==> config.mk <==
export PLATFORM = sky130hd
export DESIGN_NAME = mbox_merge_writer
export DESIGN_NICKNAME = d
export VERILOG_FILES = /design/src/rtl/mbox_merge_writer.sv
export SDC_FILE = /design/constraint.sdc
export NUM_CORES = 1
export LEC_CHECK = 0
export ABC_AREA = 1
export BUFFER_PORTS_ARGS = -buffer_cell sky130_fd_sc_hd__buf_2
export CORE_MARGIN = 2
export CORE_UTILIZATION = 43
export CTS_BUF_LIST = sky130_fd_sc_hd__clkbuf_8
export DETAILED_ROUTE_END_ITERATION = 7
export GPL_ROUTABILITY_DRIVEN = 0
export PLACE_DENSITY = 0.8
export SLEW_MARGIN = 40
export SYNTH_ARGS = -nofsm -noshare
export SYNTH_HDL_FRONTEND = slang
export SYNTH_SLANG_ARGS = --single-unit
==> constraint.sdc <==
create_clock -name clk -period 2.2 [get_ports clk]
set_input_delay 0.44 -clock clk [delete_from_list [all_inputs] [get_ports clk]]
set_output_delay 0.44 -clock clk [all_outputs]
set_load 0.01 [all_outputs]
==> src/rtl/mbox_merge_writer.sv <==
module mbox_merge_writer #(
  parameter int          NUM_CORES = 4,
  parameter logic [15:0] MBOX_BASE = 16'h1000,
  parameter logic [11:0] MAIL_OFS  = 12'h000,
  parameter logic [11:0] ANY_OFS   = 12'h008
) (
  input  logic        clk,
  input  logic        rst_n,
  input  logic        cmd_valid,
  output logic        cmd_ready,
  input  logic [11:0] cmd_addr,
  input  logic        cmd_full,
  input  logic [63:0] cmd_data,
  output logic        busy,
  output logic        rd_en,
  output logic [9:0]  rd_core,
  output logic [15:0] rd_addr,
  input  logic [31:0] rd_data,
  output logic        wr_en,
  output logic [9:0]  wr_core,
  output logic [15:0] wr_addr,
  output logic [31:0] wr_data,
  output logic        done,
  output logic        err
);
  localparam int NB = 4;

  typedef enum logic [1:0] {S_IDLE, S_READ, S_WRITE, S_DONE} st_t;
  st_t state;

  logic [9:0]    core_q;
  logic [15:0]   addr_q;
  logic [NB-1:0] keep_q;
  logic [31:0]   pay_q, old_q;
  logic          err_q;

  wire        take     = cmd_valid && cmd_ready;
  wire        is_mail  = cmd_addr == MAIL_OFS;
  wire        is_any   = cmd_addr == ANY_OFS;
  wire [9:0]  core_d   = cmd_data[25:16];
  wire        core_ok  = int'(core_d) < NUM_CORES;
  wire [3:0]  keep_d   = cmd_data[30:27];
  wire [15:0] mail_adr = MBOX_BASE + 16'h0020 + {11'd0, cmd_data[4:2], 2'b00};
  wire        unused_bits = ^{cmd_data[31], cmd_data[26]};

  always_ff @(posedge clk) begin
    if (!rst_n) begin
      state  <= S_IDLE;
      err_q  <= 1'b0;
      core_q <= '0;
      addr_q <= '0;
      keep_q <= '0;
      pay_q  <= '0;
      old_q  <= '0;
    end else begin
      case (state)
        S_IDLE: if (take) begin
          core_q <= core_d;
          addr_q <= is_mail ? mail_adr : cmd_data[15:0];
          keep_q <= keep_d;
          pay_q  <= cmd_data[63:32];
          if (!cmd_full || !(is_mail || is_any)) begin
            err_q <= 1'b0;
            state <= S_DONE;
          end else if (!core_ok) begin
            err_q <= 1'b1;
            state <= S_DONE;
          end else begin
            err_q <= 1'b0;
            state <= (keep_d != '0) ? S_READ : S_WRITE;
          end
        end
        S_READ: begin
          old_q <= rd_data;
          state <= S_WRITE;
        end
        S_WRITE: state <= S_DONE;
        default: begin
          err_q <= 1'b0;
          state <= S_IDLE;
        end
      endcase
    end
  end

  for (genvar i = 0; i < NB; i++) begin : g_byte
    assign wr_data[8*i +: 8] = keep_q[i] ? old_q[8*i +: 8] : pay_q[8*i +: 8];
  end

  assign cmd_ready = state == S_IDLE;
  assign busy      = state != S_IDLE;
  assign rd_en     = state == S_READ;
  assign wr_en     = state == S_WRITE;
  assign done      = state == S_DONE;
  assign err       = done && err_q;
  assign rd_core   = core_q;
  assign wr_core   = core_q;
  assign rd_addr   = addr_q;
  assign wr_addr   = addr_q;
endmodule


# [After elaboration in Yosys (flattened, before gate mapping)]
# Cells that the tools add are included.
[op_classes] eq_ne=5 n_reduce_logical=13 addsub=1 n_lt_le_gt_ge=1 bitwise=1 muxes=14
[op_table] operator="8-bit two-way mux" n=4
[op_table] operator="16-bit two-way mux" n=1
[op_table] operator="13-bit by 5-bit adder with 14-bit output, first input constant" n=1
[op_table] operator="12-bit by 4-bit == test with 1-bit output, second input constant" n=1
[op_table] operator="12-bit logical NOT" n=1
[op_table] operator="10-bit by 3-bit < comparator with 1-bit output, second input constant" n=1
[op_table] operator="2-bit two-way mux" n=4
[op_table] operator="2-bit case mux with 3 select lines" n=1
[op_table] operator="2-bit == test, second input constant" n=2
[op_table] operator="2-bit AND reduction" n=2
[op_table] operator="4-bit nonzero test" n=1
[op_table] operator="1-bit two-way mux" n=3
[op_table] operator="2-bit by 1-bit == test with 1-bit output, second input constant" n=1
[op_table] operator="1-bit logical AND" n=2
[op_table] operator="1-bit logical NOT" n=2
[op_table] operator="2-bit logical NOT" n=1
[op_table] operator="1-bit logical OR" n=2
[op_table] operator="2-bit by 1-bit != test with 1-bit output, second input constant" n=1
[op_table] operator="1-bit case mux with 2 select lines" n=1
[op_table] operator="2-bit nonzero test" n=1
[op_table] operator="2-bit OR reduction" n=1
[op_table] operator="1-bit inverter" n=1
[word_totals] out_inout_bits=90 register_bits=97 elab_cells=42

# [Longest topological paths before layout]
# Gate-level depths: netlist (run 1).
[logic_depth] ltp_word=7 depth_mapped=8 ltp_nobuf=8

# [Worst setup path before layout (run 1)]
# No wires, ideal clock.
[synth_path] path_type="reg2reg" start="reg state[1]" end="reg addr_q[12], in the netlist rd_addr[12]" setup_ns=0.122 t_arrival_ns=1.273 stages_incl_launch_ff=8 synth_period_minus_slack_ns=1.395 path_slack_ns=0.805 cell_sequence="dfxtp_1 -> inv_1 -> ha_1 -> nand2_2 -> buf_4 -> buf_2 -> nor2_1 -> a21oi_2"
[synth_via] elab_chain_cells=3
[synth_rtl] item="from (decl)" line_no="29" source="st_t state;"
[synth_rtl] item="from (signal assigned)" line_no="70" source="state <= (keep_d != '0) ? S_READ : S_WRITE;"
[synth_rtl] item="2-bit logical NOT *" line_no="90" source="assign cmd_ready = state == S_IDLE;"
[synth_rtl] item="via cmd_ready" line_no="10" source="output logic cmd_ready,"
[synth_rtl] item="1-bit logical AND" line_no="37" source="wire take = cmd_valid && cmd_ready;"
[synth_rtl] item="2-bit AND reduction (no source line) *"
[synth_rtl] item="to (signal assigned)" line_no="59" source="addr_q <= is_mail ? mail_adr : cmd_data[15:0];"
[synth_rtl] item="to (decl)" line_no="32" source="logic [15:0] addr_q;"
# Mark *: on every way through the listed nets, which the timed path passes. The rest lies on a longest branch.
# A chain may end at the register's enable or synchronous reset.

# [Final worst setup path (run 1)]
[layout_path] start="reg state[1]" end="out rd_en"
[layout_via] elab_chain_cells=1
[layout_rtl] item="2-bit by 1-bit == test with 1-bit output" line_no="92" source="assign rd_en = state == S_READ;"
[layout_rtl] item="to (decl)" line_no="15" source="output logic rd_en,"
# Every way passes these cells.

==> results of run 1 <==
==> final cells by class <==
cell class	instances	area (um^2)	share of cell area, %
sequential	97	1940	37.6
multi-input combinational	360	1650	32.0
timing repair buffer	204	1050	20.3
tap	129	161	3.13
inverter	42	158	3.06
clock buffer	10	138	2.67
clock inverter	6	66.3	1.29
==> power by group through the flow <==
stage / sequential (W) / clock [W] / combinational [W]
floorplan: 0.00267 / 0 / 0.00164
global placement: 0.00270 / 0 / 0.00228
detailed placement: 0.00273 / 0 / 0.00234
CTS: 0.00269 / 0.00122 / 0.00234
global route: 0.00276 / 0.00128 / 0.00262
finish: 0.00269 / 0.00118 / 0.00231
==> how the worst min path moves through the flow <==
stage	startpoint	endpoint	slack [ns]	cells past startpoint
3_3_place_gp	pay_q[26]$_SDFFE_PN0P_	pay_q[26]$_SDFFE_PN0P_	0.43	2
6_report	rd_data[23]	old_q[23]$_SDFFE_PN0P_	0.31	3
4_1_cts	rd_data[23]	old_q[23]$_SDFFE_PN0P_	0.29	3
2_1_floorplan	pay_q[22]$_SDFFE_PN0P_	pay_q[22]$_SDFFE_PN0P_	0.42	2
5_1_grt	rd_data[6]	old_q[6]$_SDFFE_PN0P_	0.30	3
3_5_place_dp	pay_q[29]$_SDFFE_PN0P_	pay_q[29]$_SDFFE_PN0P_	0.44	2
==> per-layer routing <==
metal	global-route usage [%]	up-vias	share of wire [%]	routed length (um)
met1	23.0	1833	42	4420
met2	37.0	149	50	5360
li1	-	2087	-	-
met4	6.34	0	0.91	97
met5	0	-	0	0
met3	4.14	9	7.1	753
==> cell families after synthesis <==
logic type / after synthesis / share of synthesized area (%)
buffers and inverters: 102 / 12.5
AND/OR/NAND/NOR: 178 / 17.0
AO/OA/AOI/OAI: 178 / 22.0
adder cells (fa/ha/maj): 4 / 1.22
flip-flops: 97 / 47.3
==> cells in the final DEF (no fill, tap or decap), drive strengths merged, types with 4 or more instances in the layout <==
| cell type | Yosys | layout |
|---|---|---|
| buf | 44 | 204 |
| dfxtp | 97 | 97 |
| inv | 42 | 45 |
| nor2 | 117 | 117 |
| nand2 | 54 | 54 |
| a21oi | 47 | 47 |
| clkbuf | 16 | 10 |
| ha | 4 | 4 |
| o21ai | 129 | 129 |
==> flip-flops by register name, summed over array words and instances, names as in the netlist <==
name / cells
rd_core: 10
old_q: 32
keep_q: 4
state: 2
rd_addr: 16
err_q: 1
pay_q: 32
==> critical path, delay by kind of cell (launching register included) <==
family,cells,cell delay [ns]
flip-flops,1,0.36
adder cells (fa/ha/maj),1,0.18
buffers and inverters,3,0.61
==> metrics by stage <==
| step | setup WS (ns) | instance area (um^2) |
|---|---|---|
| 3_5_place_dp | 0.490 | 4960 |
| 6_report | 0.258 | 5160 |
| 5_1_grt | 0.127 | 5160 |
| 3_3_place_gp | 0.502 | 4960 |
| 4_1_cts | 0.220 | 5160 |
| 2_1_floorplan | 0.805 | 4100 |
==> flow_metrics.env, run 1 <==
export IMPL_status="finished, final reports clean"
export IMPL_grt_max_degree=98
export IMPL_timing_reg2reg_setup_slack_ns=0.44
export IMPL_synth_edf_count=0
export IMPL_avgSynthCellArea_um2=7.34
export IMPL_period_minus_slack_ns=1.94
export IMPL_ys_seq_area_share_pct=47.3
export IMPL_clock_latency_ns=0.35
export IMPL_worst_r2r_cell_count=6
export IMPL_grt_pass1_wl_mm=16.7
export IMPL_power_w=0.00618
export IMPL_endpoint_kind="primary output"
export IMPL_crit_path_start="state[1]$_SDFFE_PN0N_"
export IMPL_dp_cells=832
export IMPL_h_tree_depth=3
export IMPL_coreArea_mm2=0.00924
export IMPL_setup_violations=0
export IMPL_synth_area_mm2=0.00410
export IMPL_crit_end="rd_en"
export IMPL_synth_seq_cells=97
export IMPL_cts_root_buffer="clkbuf_8"
export IMPL_detail_route_antenna_nets=0
export IMPL_yosysUniqueCellTypes=24
export IMPL_drv_slew=0
export IMPL_hold_path_class="in -> reg"
export IMPL_yosys_area_top_type_share_pct=47.3
export IMPL_portBuffers=199
export IMPL_cts_tree="built"
export IMPL_routed_via_density=4.81
export IMPL_die_h_um=102
export IMPL_path_clk_slew_ns=0.10
export IMPL_worstPathRequired_ns=1.76
export IMPL_worst_clock_skew_ns=0.0110
export IMPL_gr_total_overflow=0
export IMPL_routed_wl_mm=10.6
export IMPL_ir_worst_vdd_uv=929
export IMPL_ios=202
export IMPL_fin_crit_sh_pct=88.3
export IMPL_cap_violations=0
export IMPL_slew_headroom_pct=62.5
export IMPL_cts_path_max_buffers=2
export IMPL_drt_first_pass_iters=4
export IMPL_power_frac_comb_pct=37.4
export IMPL_antenna_cells=0
export IMPL_yosysWarningCount=0
export IMPL_finish_net_count=830
export IMPL_synth_ff_type="dfxtp_1"
export IMPL_critical_path_slowest_cell="dfxtp_1"
export IMPL_stdcell_count=848
export IMPL_row_count=35
export IMPL_switching_power_w=0.00242
export IMPL_path_class="reg -> out"
export IMPL_switching_share_pct=39.1
export IMPL_cp_start_kind="flip-flop"
export IMPL_whs_ns=0.308
export IMPL_async_reset_ff_share_pct=0
export IMPL_clkPwrFrac_pct=19.0
export IMPL_seqPwrFrac_pct=43.5
export IMPL_drc=0
export IMPL_worst_pin_slew_ns=0.562
export IMPL_synthMostInstantiatedCell="nor2_1"
export IMPL_final_util_pct=55.8
export IMPL_start_util_pct=44.4
export IMPL_ys_top_cells_by_area="dfxtp_1 (47%), o21ai_0 (11%), nor2_1 (11%), a21oi_1 (5.5%), o21ai_1 (5.0%)"
export IMPL_n_fill_cell=873
export IMPL_grtUsageTotal_pct=20.1
export IMPL_fin_tns_setup_ns=0
export IMPL_clock_sinks=97
export IMPL_power_density_mw_per_mm2=1200
export IMPL_cp_max_fo=33
export IMPL_cts_made_buffers=9
export IMPL_drt_iter0_markers=108
export IMPL_synth_top_cell_by_area="dfxtp_1"
export IMPL_dp_hpwl_mm=7.69
export IMPL_max_freq_mhz=515
export IMPL_dieArea_mm2=0.0103
export IMPL_rsz0062_at_grt="false"
export IMPL_antenna_found_initial=0
export IMPL_p_int_w=0.00376
export IMPL_worstPathArrival_ns=1.50
export IMPL_first_global_vias=3827
export IMPL_cts_resized=0
export IMPL_vias=4078
export IMPL_slowest_delay_ns=0.36
export IMPL_area_delta_synth_final_pct=25.8
export IMPL_drive_gt1_share_pct=31.8
export IMPL_wl_per_cell_um=12.5
export IMPL_r2r_end="pay_q[12]$_SDFFE_PN0P_"
export IMPL_netlist_instances=559
export IMPL_r2r_start="state[0]$_SDFFE_PN0N_"
export IMPL_synth_common_cells="nor2_1 (116), dfxtp_1 (97), o21ai_0 (88)"
export IMPL_ctsHoldBuffers=0
export IMPL_cts_setup_buffers=0
export IMPL_die_w_um=102
export IMPL_p_leak_nw=2.54
export IMPL_crit_chain="inv_1 -> ha_1 -> buf_4 -> buf_2"
export IMPL_synth_nets=675
export IMPL_hold_viol=0
(Power assumes the default switching activity.)
==> run 2, diff against run 1 <==
- RECOVER_POWER: unset -> 100
==> flow_metrics.env, run 2 (synthesis results as in run 1) <==
export IMPL_drv_slew=0
export IMPL_rsz0062_at_grt="false"
export IMPL_power_w=0.00602
export IMPL_n_fill_cell=934
export IMPL_routed_wl_mm=10.6
export IMPL_coreArea_mm2=0.00924
export IMPL_stdcell_count=848
export IMPL_clock_latency_ns=0.35
export IMPL_h_tree_depth=3
export IMPL_cp_max_fo=33
export IMPL_dp_cells=832
export IMPL_die_h_um=102
export IMPL_path_class="reg -> out"
export IMPL_wl_per_cell_um=12.5
export IMPL_hold_viol=0
export IMPL_final_common_cell="nor2_1"
export IMPL_grt_pass1_wl_mm=16.7
export IMPL_ir_worst_vdd_uv=892
export IMPL_first_global_vias=3827
export IMPL_row_count=35
export IMPL_drt_first_pass_iters=4
export IMPL_start_util_pct=44.4
export IMPL_path_clk_slew_ns=0.10
export IMPL_clock_sinks=97
export IMPL_cts_root_buffer="clkbuf_8"
export IMPL_cap_violations=0
export IMPL_dieArea_mm2=0.0103
export IMPL_cp_start_kind="flip-flop"
export IMPL_grt_max_degree=98
export IMPL_portBuffers=199
export IMPL_worstPathRequired_ns=1.76
export IMPL_antenna_found_initial=0
export IMPL_worstPathArrival_ns=1.54
export IMPL_fin_tns_setup_ns=0
export IMPL_cts_made_buffers=9
export IMPL_setup_violations=0
export IMPL_cts_resized=0
export IMPL_max_freq_mhz=504
export IMPL_drc=0
export IMPL_layout_common_cells="nor2_1 (116), buf_2 (110), o21ai_0 (105)"
export IMPL_die_w_um=102
export IMPL_fin_ws_ns=0.216
export IMPL_area_delta_synth_final_pct=22.8
export IMPL_period_minus_slack_ns=1.98
export IMPL_status="finished, final reports clean"
export IMPL_antenna_cells=0
export IMPL_p_leak_nw=2.19
export IMPL_drive_gt1_share_pct=18.6
export IMPL_cts_tree="built"
export IMPL_vias=4096
export IMPL_endpoint_kind="primary output"
export IMPL_routed_via_density=4.83
export IMPL_hold_path_class="in -> reg"
export IMPL_cts_setup_buffers=0
export IMPL_dp_hpwl_mm=7.69
export IMPL_worst_clock_skew_ns=0.0108
export IMPL_place_ws_ns=0.490
export IMPL_gr_total_overflow=0
export IMPL_worst_pin_slew_ns=1.02
export IMPL_drt_iter0_markers=95
export IMPL_ctsHoldBuffers=0
export IMPL_fin_crit_sh_pct=90.2
export IMPL_detail_route_antenna_nets=0
export IMPL_slew_headroom_pct=32.1
export IMPL_finish_net_count=830
export IMPL_power_density_mw_per_mm2=1200
export IMPL_ios=202
export IMPL_grtUsageTotal_pct=20.1
export IMPL_cts_path_max_buffers=2
[run 2: final timing paths]
check	start	endpoint	slack [ns]	cells past startpoint
setup reg to reg	state[0]$_SDFFE_PN0N_	pay_q[19]$_SDFFE_PN0P_	0.36	6
hold reg to reg	pay_q[31]$_SDFFE_PN0P_	pay_q[31]$_SDFFE_PN0P_	0.45	2
hold / removal	rd_data[23]	old_q[23]$_SDFFE_PN0P_	0.31	3
setup / recovery	state[1]$_SDFFE_PN0N_	rd_en	0.22	4
[run 2: worst max-delay path, stage by stage (launching register included)]
cell and delay, ns:
dfxtp_1 0.41, inv_1 0.10, ha_1 0.19, clkbuf_4 0.28, buf_2 0.21
[run 2: where the power goes]
part / leakage [nW] / internal (W) / switching [W] / total [W]
clock network: 0.101 / 0.000561 / 0.000617 / 0.00118
registers: 0.800 / 0.00233 / 0.000366 / 0.00269
logic: 1.29 / 0.000723 / 0.00143 / 0.00215
[run 2: final cells by class]
class,count,area [um^2],share of cell area (%)
multi-input combinational,360,1640,32.6
clock inverter,6,66.3,1.32
clock buffer,10,138,2.73
tap,129,161,3.20
inverter,42,158,3.13
timing repair buffer,204,932,18.5
sequential,97,1940,38.5
[run 2: stage by stage]
step                util [%]  hold slack [ns]  area [um^2]
floorplan                  -            0.424         4100
detailed placement      53.6            0.438         4960
CTS                     55.8            0.291         5160
finish                  54.5            0.309         5040
global placement        53.6            0.432         4960
global route            54.5            0.297         5040
[run 2: layer usage]
layer	wire length, um	up-vias	global-route usage [%]
met2	5350	158	37.0
met3	780	9	4.14
li1	-	2084	-
met5	0	-	0
met4	95	0	6.34
met1	4390	1845	23.0
